--- src/rtl/irq_route_pkg.sv ---
package irq_route_pkg;
  localparam int unsigned LINES  = 32;
  localparam int unsigned ADDR_W = 8;

  // Byte offsets the software map depends on.
  localparam logic [ADDR_W-1:0] OFS_FAST_VIEW = 8'h08;
  localparam logic [ADDR_W-1:0] OFS_FRC       = 8'h14;
  localparam logic [ADDR_W-1:0] OFS_FRC_SET   = 8'h18;
  localparam logic [ADDR_W-1:0] OFS_FRC_CLR   = 8'h1C;
  localparam logic [ADDR_W-1:0] OFS_CEN       = 8'h20;
  localparam logic [ADDR_W-1:0] OFS_CEN_SET   = 8'h24;
  localparam logic [ADDR_W-1:0] OFS_CEN_CLR   = 8'h28;
  localparam logic [ADDR_W-1:0] OFS_CCLS      = 8'h2C;
  localparam logic [ADDR_W-1:0] OFS_PEN       = 8'h30;
  localparam logic [ADDR_W-1:0] OFS_PEN_SET   = 8'h34;
  localparam logic [ADDR_W-1:0] OFS_PEN_CLR   = 8'h38;
  localparam logic [ADDR_W-1:0] OFS_PCLS      = 8'h3C;

  localparam int unsigned TARGETS = 2;

  // Next value of a register that has full, set and clear write ports.
  function automatic logic [LINES-1:0] reg_next(
    input logic [LINES-1:0] cur,
    input logic [LINES-1:0] wdata,
    input logic             full,
    input logic             set,
    input logic             clr
  );
    if (full)     return wdata;
    else if (set) return cur | wdata;
    else if (clr) return cur & ~wdata;
    else          return cur;
  endfunction

  // Lines that are pending, enabled and in the requested class.
  function automatic logic [LINES-1:0] routed(
    input logic [LINES-1:0] pend,
    input logic [LINES-1:0] en,
    input logic [LINES-1:0] cls,
    input logic             want_fast
  );
    return pend & en & (want_fast ? cls : ~cls);
  endfunction
endpackage

--- src/rtl/irq_route_wreg.sv ---
module irq_route_wreg
  import irq_route_pkg::*;
#(
  parameter int unsigned W = LINES
) (
  input  logic         clk,
  input  logic         rst_n,
  input  logic         wr_full,
  input  logic         wr_set,
  input  logic         wr_clr,
  input  logic [W-1:0] wdata,
  output logic [W-1:0] q
);
  logic [W-1:0] q_nxt;

  always_comb begin
    q_nxt = reg_next(q, wdata, wr_full, wr_set, wr_clr);
  end

  always_ff @(posedge clk or negedge rst_n) begin
    if (!rst_n) q <= '0;
    else        q <= q_nxt;
  end
endmodule

--- src/rtl/irq_route_target.sv ---
module irq_route_target
  import irq_route_pkg::*;
#(
  parameter int unsigned W = LINES
) (
  input  logic         clk,
  input  logic         rst_n,
  input  logic [W-1:0] pend,
  input  logic [W-1:0] en,
  input  logic [W-1:0] cls,
  output logic         irq_o,
  output logic         fiq_o
);
  logic [W-1:0] slow_hits;
  logic [W-1:0] fast_hits;

  always_comb begin
    slow_hits = routed(pend, en, cls, 1'b0);
    fast_hits = routed(pend, en, cls, 1'b1);
  end

  always_ff @(posedge clk or negedge rst_n) begin
    if (!rst_n) begin
      irq_o <= 1'b0;
      fiq_o <= 1'b0;
    end else begin
      irq_o <= |slow_hits;
      fiq_o <= |fast_hits;
    end
  end
endmodule

--- src/rtl/irq_route_bank.sv ---
module irq_route_bank
  import irq_route_pkg::*;
#(
  parameter int unsigned NUM_LINES = LINES,
  parameter int unsigned AW        = ADDR_W
) (
  input  logic                 clk,
  input  logic                 rst_n,
  input  logic [NUM_LINES-1:0] irq_raw,
  input  logic                 bus_wr,
  input  logic [AW-1:0]        bus_addr,
  input  logic [NUM_LINES-1:0] bus_wdata,
  output logic [NUM_LINES-1:0] bus_rdata,
  output logic                 cpu_irq,
  output logic                 cpu_fiq,
  output logic                 cop_irq,
  output logic                 cop_fiq
);
  // Decoded write events, named so the checker can see them.
  logic wr_frc, wr_frc_set, wr_frc_clr;
  logic wr_cen, wr_cen_set, wr_cen_clr, wr_ccls;
  logic wr_pen, wr_pen_set, wr_pen_clr, wr_pcls;
  logic wr_fast_view, wr_unmapped;

  logic [NUM_LINES-1:0] frc_q, cen_q, ccls_q, pen_q, pcls_q;
  logic [NUM_LINES-1:0] pend, fast_view;

  always_comb begin
    wr_frc       = bus_wr && (bus_addr == OFS_FRC);
    wr_frc_set   = bus_wr && (bus_addr == OFS_FRC_SET);
    wr_frc_clr   = bus_wr && (bus_addr == OFS_FRC_CLR);
    wr_cen       = bus_wr && (bus_addr == OFS_CEN);
    wr_cen_set   = bus_wr && (bus_addr == OFS_CEN_SET);
    wr_cen_clr   = bus_wr && (bus_addr == OFS_CEN_CLR);
    wr_ccls      = bus_wr && (bus_addr == OFS_CCLS);
    wr_pen       = bus_wr && (bus_addr == OFS_PEN);
    wr_pen_set   = bus_wr && (bus_addr == OFS_PEN_SET);
    wr_pen_clr   = bus_wr && (bus_addr == OFS_PEN_CLR);
    wr_pcls      = bus_wr && (bus_addr == OFS_PCLS);
    wr_fast_view = bus_wr && (bus_addr == OFS_FAST_VIEW);
    wr_unmapped  = bus_wr && !(wr_frc || wr_frc_set || wr_frc_clr ||
                               wr_cen || wr_cen_set || wr_cen_clr || wr_ccls ||
                               wr_pen || wr_pen_set || wr_pen_clr || wr_pcls ||
                               wr_fast_view);
  end

  irq_route_wreg #(.W(NUM_LINES)) u_frc (
    .clk(clk), .rst_n(rst_n), .wr_full(wr_frc), .wr_set(wr_frc_set),
    .wr_clr(wr_frc_clr), .wdata(bus_wdata), .q(frc_q));

  irq_route_wreg #(.W(NUM_LINES)) u_cen (
    .clk(clk), .rst_n(rst_n), .wr_full(wr_cen), .wr_set(wr_cen_set),
    .wr_clr(wr_cen_clr), .wdata(bus_wdata), .q(cen_q));

  irq_route_wreg #(.W(NUM_LINES)) u_ccls (
    .clk(clk), .rst_n(rst_n), .wr_full(wr_ccls), .wr_set(1'b0),
    .wr_clr(1'b0), .wdata(bus_wdata), .q(ccls_q));

  irq_route_wreg #(.W(NUM_LINES)) u_pen (
    .clk(clk), .rst_n(rst_n), .wr_full(wr_pen), .wr_set(wr_pen_set),
    .wr_clr(wr_pen_clr), .wdata(bus_wdata), .q(pen_q));

  irq_route_wreg #(.W(NUM_LINES)) u_pcls (
    .clk(clk), .rst_n(rst_n), .wr_full(wr_pcls), .wr_set(1'b0),
    .wr_clr(1'b0), .wdata(bus_wdata), .q(pcls_q));

  always_comb begin
    pend      = irq_raw | frc_q;
    fast_view = routed(pend, cen_q, ccls_q, 1'b1);
  end

  // Read mux: aliases return the register behind them.
  always_comb begin
    unique case (bus_addr)
      OFS_FAST_VIEW:                     bus_rdata = fast_view;
      OFS_FRC, OFS_FRC_SET, OFS_FRC_CLR: bus_rdata = frc_q;
      OFS_CEN, OFS_CEN_SET, OFS_CEN_CLR: bus_rdata = cen_q;
      OFS_CCLS:                          bus_rdata = ccls_q;
      OFS_PEN, OFS_PEN_SET, OFS_PEN_CLR: bus_rdata = pen_q;
      OFS_PCLS:                          bus_rdata = pcls_q;
      default:                           bus_rdata = '0;
    endcase
  end

  // One output stage per interrupt target: 0 = CPU, 1 = coprocessor.
  logic [NUM_LINES-1:0] tgt_en  [TARGETS];
  logic [NUM_LINES-1:0] tgt_cls [TARGETS];
  logic [TARGETS-1:0]   tgt_irq, tgt_fiq;

  always_comb begin
    tgt_en[0]  = cen_q;
    tgt_cls[0] = ccls_q;
    tgt_en[1]  = pen_q;
    tgt_cls[1] = pcls_q;
  end

  for (genvar t = 0; t < TARGETS; t++) begin : g_tgt
    irq_route_target #(.W(NUM_LINES)) u_out (
      .clk(clk), .rst_n(rst_n), .pend(pend), .en(tgt_en[t]),
      .cls(tgt_cls[t]), .irq_o(tgt_irq[t]), .fiq_o(tgt_fiq[t]));
  end

  assign cpu_irq = tgt_irq[0];
  assign cpu_fiq = tgt_fiq[0];
  assign cop_irq = tgt_irq[1];
  assign cop_fiq = tgt_fiq[1];
endmodule

--- config.mk ---
export PLATFORM = sky130hd
export DESIGN_NAME = irq_route_bank
export DESIGN_NICKNAME = d
export VERILOG_FILES = /design/src/rtl/irq_route_pkg.sv /design/src/rtl/irq_route_wreg.sv /design/src/rtl/irq_route_target.sv /design/src/rtl/irq_route_bank.sv
export SDC_FILE = /design/constraint.sdc
export NUM_CORES = 1
export LEC_CHECK = 0
export BUFFER_PORTS_ARGS = -buffer_cell sky130_fd_sc_hd__buf_2
export CORE_UTILIZATION = 42
export CTS_BUF_LIST = sky130_fd_sc_hd__clkbuf_8
export CTS_CLUSTER_DIAMETER = 40
export DETAILED_ROUTE_END_ITERATION = 10
export SYNTH_ARGS = -nofsm -noshare
export SYNTH_HDL_FRONTEND = slang
export SYNTH_SLANG_ARGS = --single-unit
--- constraint.sdc ---
create_clock -name clk -period 1.91 [get_ports clk]
set_input_delay 0.191 -clock clk [delete_from_list [all_inputs] [get_ports clk]]
set_output_delay 0.191 -clock clk [all_outputs]
set_load 0.02 [all_outputs]
==> flow_metrics.tcl, run 1 <==
set metrics [dict create \
    htreeDepth 4 \
    tightest_slew_ns 0.6135 \
    final_util 0.5871 \
    synth_edf_count 0 \
    fin_ws_ns -0.1351 \
    ys_seq_elements 164 \
    gp_congestion 0.9194 \
    period_needed_ns 2.045 \
    layout_commonest_cell "dfrtp_1" \
    drc 0 \
    grt_pass1_vias 8843 \
    synth_seq_area_share 0.4608 \
    drtPass1Iterations 6 \
    drt_iter0_drc 932 \
    ant_nets 0 \
    reg2regPathDepth 5 \
    syn_inst 939 \
    most-common-layout-cells "164 x dfrtp_1, 140 x o21ai_0, 96 x buf_4" \
    max_freq_mhz 489.0 \
    place_ws_ns -0.1715 \
    p_per_area_nw_per_um2 647.7 \
    synth_nets 1014 \
    post_dp_cell_area_um2 10570 \
    ioPinCount 111 \
    drt-total-wl_um 34970 \
    yosysUniqueCellTypes 44 \
    period_share 1.071 \
    worstSetupStartpointType "primary input" \
    avgRoutedWirePerCell_um 23.98 \
    hold_path.class "primary input to flop" \
    synth_top_area_share 0.4608 \
    fin_nets 1249 \
    antenna_found_initial 1 \
    async_flop_share 1.000 \
    hold_violations 0 \
    critical_path_peak_fanout 16 \
    dieWidth_um 147.6 \
    coreArea_um2 20490 \
    avgSynthCellArea_um2 9.485 \
    crit_required_ns 1.72 \
    cp-end-kind "output port" \
    area_growth_pct 35.09 \
    irDropWorstVdd_mv 0.3769 \
    drive_above_1_share 0.3302 \
    critical_path_class "primary input to output port" \
    min_path_cells 3 \
    die_y_um 147.6 \
    slew_headroom 0.5867 \
    setup_violations 32 \
    cts.sink_count 164 \
    drv_cap 0 \
    dp_hpwl_um 23440 \
    leakagePower_nw 5.477 \
    clkLatencyLatePin_ns 0.48 \
    synthTopCellsByArea "dfrtp_1 46%, o21ai_0 8.8%, mux2_2 7.2%" \
    clk_path_buf_depth 2 \
    grt_usage 0.3281 \
    start_util 0.4346 \
    synth_area_um2 8906 \
    skew_ns 0.01391 \
    cts_tree "done" \
    whs_ns 0.02312 \
    grt-ovfl-total 0 \
    row_count 52 \
    grt_max_degree 55 \
    ys_warn_count 0 \
    cts_buffers 17 \
    violations "setup timing" \
    slew_viol_final 0 \
    vias 9080 \
    crit_arrival_ns 1.85 \
    root_buffer "clkbuf_8" \
    rsz0062_at_grt "true" \
    design_area_um2 12030 \
    portBuffers 110 \
    synth_top_cell_by_area "dfrtp_1" \
    status "complete, but fails checks" \
    clk_pin_slew_ns 0.09 \
    dieArea_um2 21790 \
    grt_pass1_wl_um 52870 \
    synth-main-ff-cell "dfrtp_1" \
    viasPerCell 6.228 \
]
## through the flow
| stage | TNS [ns] | instances | total power [W] |
|---|---|---|---|
| final | -3.217 | 1458 | 0.007792 |
| after detailed placement | -9.912 | 1369 | 0.005073 |
| after floorplan | 0 | 939 | 0.004446 |
| after global routing | -4.847 | 1458 | 0.008098 |
| after CTS | -2.258 | 1448 | 0.007773 |
| after global placement | -7.443 | 1369 | 0.005058 |
## cell type report
| class | instances | area [um2] |
|---|---|---|
| tap | 270 | 337.8 |
| clock inverter | 14 | 153.9 |
| antenna | 1 | 2.502 |
| sequential | 164 | 4104 |
| timing repair buffer | 267 | 2377 |
| clock buffer | 18 | 247.7 |
| inverter | 26 | 97.59 |
| fill | 1847 | 8463 |
| multi-input combinational | 698 | 4711 |
## per-layer routing
layer | up-vias | GRT usage | routed length, um
met4 | 0 | 0.1258 | 1013
met3 | 68 | 0.08796 | 3900
met5 | - | 0 | 0
li1 | 4036 | - | -
met1 | 4435 | 0.4578 | 14750
met2 | 541 | 0.4851 | 15300
## where the power goes
part	internal, W	switching (W)	total (W)	leakage, nW
registers	0.00373	0.000271	0.00400	2.24
logic	0.000558	0.000612	0.00117	3.06
clock network	0.00121	0.00141	0.00262	0.184
## logic make-up after synthesis
group                  count (synthesis)  synth area share
AOI/OAI and AO/OA                    372            0.2749
and+or+nand+nor                      262            0.1440
DFF                                  164            0.4608
buffers and inverters                 77           0.03934
muxes                                 64           0.08092
## critical path, stage by stage
cell       delay [ns]
buf_6            0.10
or4b_4           0.58
nor3_4           0.28
buf_6            0.15
clkbuf_16        0.20
a22oi_1          0.11
nand3_1          0.11
buf_6            0.12
## path summary, 6_finish.rpt
| check | slack [ns] | to | from |
|---|---|---|---|
| setup reg to reg | 0.02 | g_tgt[0].u_out.fiq_o$_DFF_PN0_ | flop |
| hold reg to reg | 0.53 | flop | flop |
| min in group asynchronous | 0.24 | asynchronous set/reset pin | rst_n |
| max in group asynchronous | 0.98 | asynchronous set/reset pin | rst_n |
| setup / recovery | -0.14 | bus_rdata[13] | bus_addr[4] |
| hold / removal | 0.02 | flop | bus_wdata[6] |
## cell usage after synthesis (all sizes together), types with 7 or more instances
cell type / count
nor4: 8
inv: 26
buf: 29
nor2: 70
and3: 12
clkbuf: 22
nand4: 11
or2: 13
o22ai: 27
nand2: 85
a22o: 64
o211ai: 19
nand3: 31
a221o: 7
mux2: 64
dfrtp: 164
o21ai: 169
nor3: 11
a22oi: 67
## what timing repair did
item	4_1_cts	5_1_grt
endpoints found under the setup margin	33	34
pin swaps	22	9
hold buffers	29	0
resized for setup	131	18
cloned	1	2
hold endpoints to repair	76	0
buffers inserted	17	8
(Power assumes the default switching activity.)
==> inputs of run 2 (changes only) <==
--- a/config.mk
+++ b/config.mk
@@ -10,6 +10,7 @@
 export CTS_BUF_LIST = sky130_fd_sc_hd__clkbuf_8
 export CTS_CLUSTER_DIAMETER = 40
 export DETAILED_ROUTE_END_ITERATION = 10
+export SKIP_CTS_REPAIR_TIMING = 1
 export SYNTH_ARGS = -nofsm -noshare
 export SYNTH_HDL_FRONTEND = slang
 export SYNTH_SLANG_ARGS = --single-unit
==> run 2 against run 1 <==
Effect of this change:
- the run ends with hold timing, setup timing left
- utilization fell by 1.2 points
- total power decreased by 0.41%
- register-to-register slack got worse by 0.02 ns
- largest power group unchanged
- sequential share of layout area rose by 0.74 points
- sequential power about the same
- final cell count down 1.5%
- setup slack worse by 0.040 ns
- die area did not move
- design area is 2.1% lower
- worst hold slack worse by 0.032 ns
- critical path type unchanged
==> flow_metrics.tcl, run 2 (synthesis gave the netlist of run 1 again) <==
set metrics [dict create \
    max_freq_mhz 479.6 \
    grt-ovfl-total 0 \
    skew_ns 0.01719 \
    setup_violations 32 \
    dp_hpwl_um 23440 \
    tightest_slew_ns 0.6177 \
    root_buffer "clkbuf_8" \
    cts_buffers 17 \
    met2_usage 0.4682 \
    grt_usage 0.3221 \
    top_usage_layer "met2" \
    cts.sink_count 164 \
    critical_path_peak_fanout 8 \
    met3_usage 0.07716 \
    cpPeakStageDelay_ns 0.58 \
    drt_iter0_drc 1047 \
    htreeDepth 4 \
    slew_headroom 0.5882 \
    gp_congestion 0.9194 \
    antenna_found_initial 1 \
    grt_max_degree 55 \
    clk_path_buf_depth 2 \
    final_util 0.5748 \
    portBuffers 110 \
    fin_nets 1227 \
    fin_ws_ns -0.1751 \
    use_met1 0.4592 \
    row_count 52 \
    crit_required_ns 1.72 \
    violations "hold timing, setup timing" \
    ioPinCount 111 \
    layout_commonest_cell "dfrtp_1" \
    p_per_area_nw_per_um2 658.8 \
    critical_path_class "primary input to output port" \
    period_needed_ns 2.085 \
    hold_path.class "primary input to flop" \
    drive_above_1_share 0.3356 \
    irDropWorstVdd_mv 0.3743 \
    dieArea_um2 21790 \
    drc 0 \
    area_growth_pct 32.27 \
    cp-end-kind "output port" \
    crit_arrival_ns 1.89 \
    hold_violations 8 \
    cp_cell_sequence "buf_8, or4b_4, nor3_4, buf_4, clkbuf_16, a22oi_1, nand2_1, a221o_1, buf_6" \
    die_y_um 147.6 \
    critPathSlowestCell "or4b_4" \
    cts_tree "done" \
    viasPerCell 6.333 \
    rsz0062_at_grt "true" \
    start_util 0.4346 \
    drt-total-wl_um 35700 \
    clkLatencyLatePin_ns 0.49 \
    clk_pin_slew_ns 0.09 \
    slew_viol_final 0 \
    multiInputGateArea_um2 4716 \
    worst-path-buf-inv 4 \
    vias 9094 \
    dieWidth_um 147.6 \
    design_area_um2 11780 \
    avgRoutedWirePerCell_um 24.86 \
    status "complete, but fails checks" \
    most-common-layout-cells "163 x dfrtp_1, 142 x o21ai_0, 100 x buf_4" \
    grt_pass1_vias 8563 \
    grt_pass1_wl_um 51680 \
    cp_top_family "simple AND/OR/NAND/NOR gates" \
    whs_ns -0.008601 \
    drtPass1Iterations 6 \
    coreArea_um2 20490 \
    drv_cap 0 \
    seqCellArea_um2 4105 \
    post_dp_cell_area_um2 10570 \
    fill_cells 1856 \
    leakagePower_nw 5.385 \
    ant_nets 0 \
    worstSetupStartpointType "primary input" \
    period_share 1.092 \
]
[run 2: tightest hold or removal path: stages]
cell and delay, ns:
buf_2 0.14, nand2_1 0.06, nand2_1 0.04
[run 2: routing by layer]
| metal | part of all wire | routed length [um] |
|---|---|---|
| met5 | 0 | 0 |
| met2 | 0.43 | 15280 |
| met1 | 0.41 | 14800 |
| met3 | 0.11 | 4094 |
| met4 | 0.043 | 1526 |
[run 2: final cells by class]
cell class / count / share of cell area
Antenna cell: 1 / 0.0002124
Clock buffer: 18 / 0.02103
Clock inverter: 14 / 0.01306
Inverter: 26 / 0.008285
Multi-Input combinational cell: 698 / 0.4003
Sequential cell: 164 / 0.3485
Tap cell: 270 / 0.02868
Timing Repair Buffer: 245 / 0.1799
[run 2: power by group]
part,switching (W),internal [W],leakage (nW)
clock,0.00142,0.00121,0.184
combinational,0.000606,0.000521,2.97
sequential,0.000273,0.00373,2.23
[run 2: through the flow]
| stage | instances | power (W) | setup WS (ns) | TNS [ns] |
|---|---|---|---|---|
| after floorplan | 939 | 0.004446 | 0.02163 | 0 |
| after global placement | 1369 | 0.005058 | -0.1450 | -7.443 |
| after detailed placement | 1369 | 0.005073 | -0.1715 | -9.912 |
| after CTS | 1401 | 0.007650 | -0.2377 | -5.091 |
| after global routing | 1436 | 0.008050 | -0.2233 | -5.580 |
| final | 1436 | 0.007760 | -0.1751 | -4.045 |
[run 2: path summary, 6_finish.rpt]
| check | startpoint | endpoint | slack (ns) | cells after the start |
|---|---|---|---|---|
| setup / recovery | bus_addr[7] | bus_rdata[18] | -0.18 | 9 |
| hold / removal | bus_wdata[13] | flop | -0.009 | 3 |
| setup reg to reg | flop | g_tgt[0].u_out.fiq_o$_DFF_PN0_ | 0 | 5 |
| hold reg to reg | flop | flop | 0.54 | 1 |
| max in group asynchronous | rst_n | asynchronous set/reset pin | 0.98 | 3 |
| min in group asynchronous | rst_n | asynchronous set/reset pin | 0.25 | 2 |
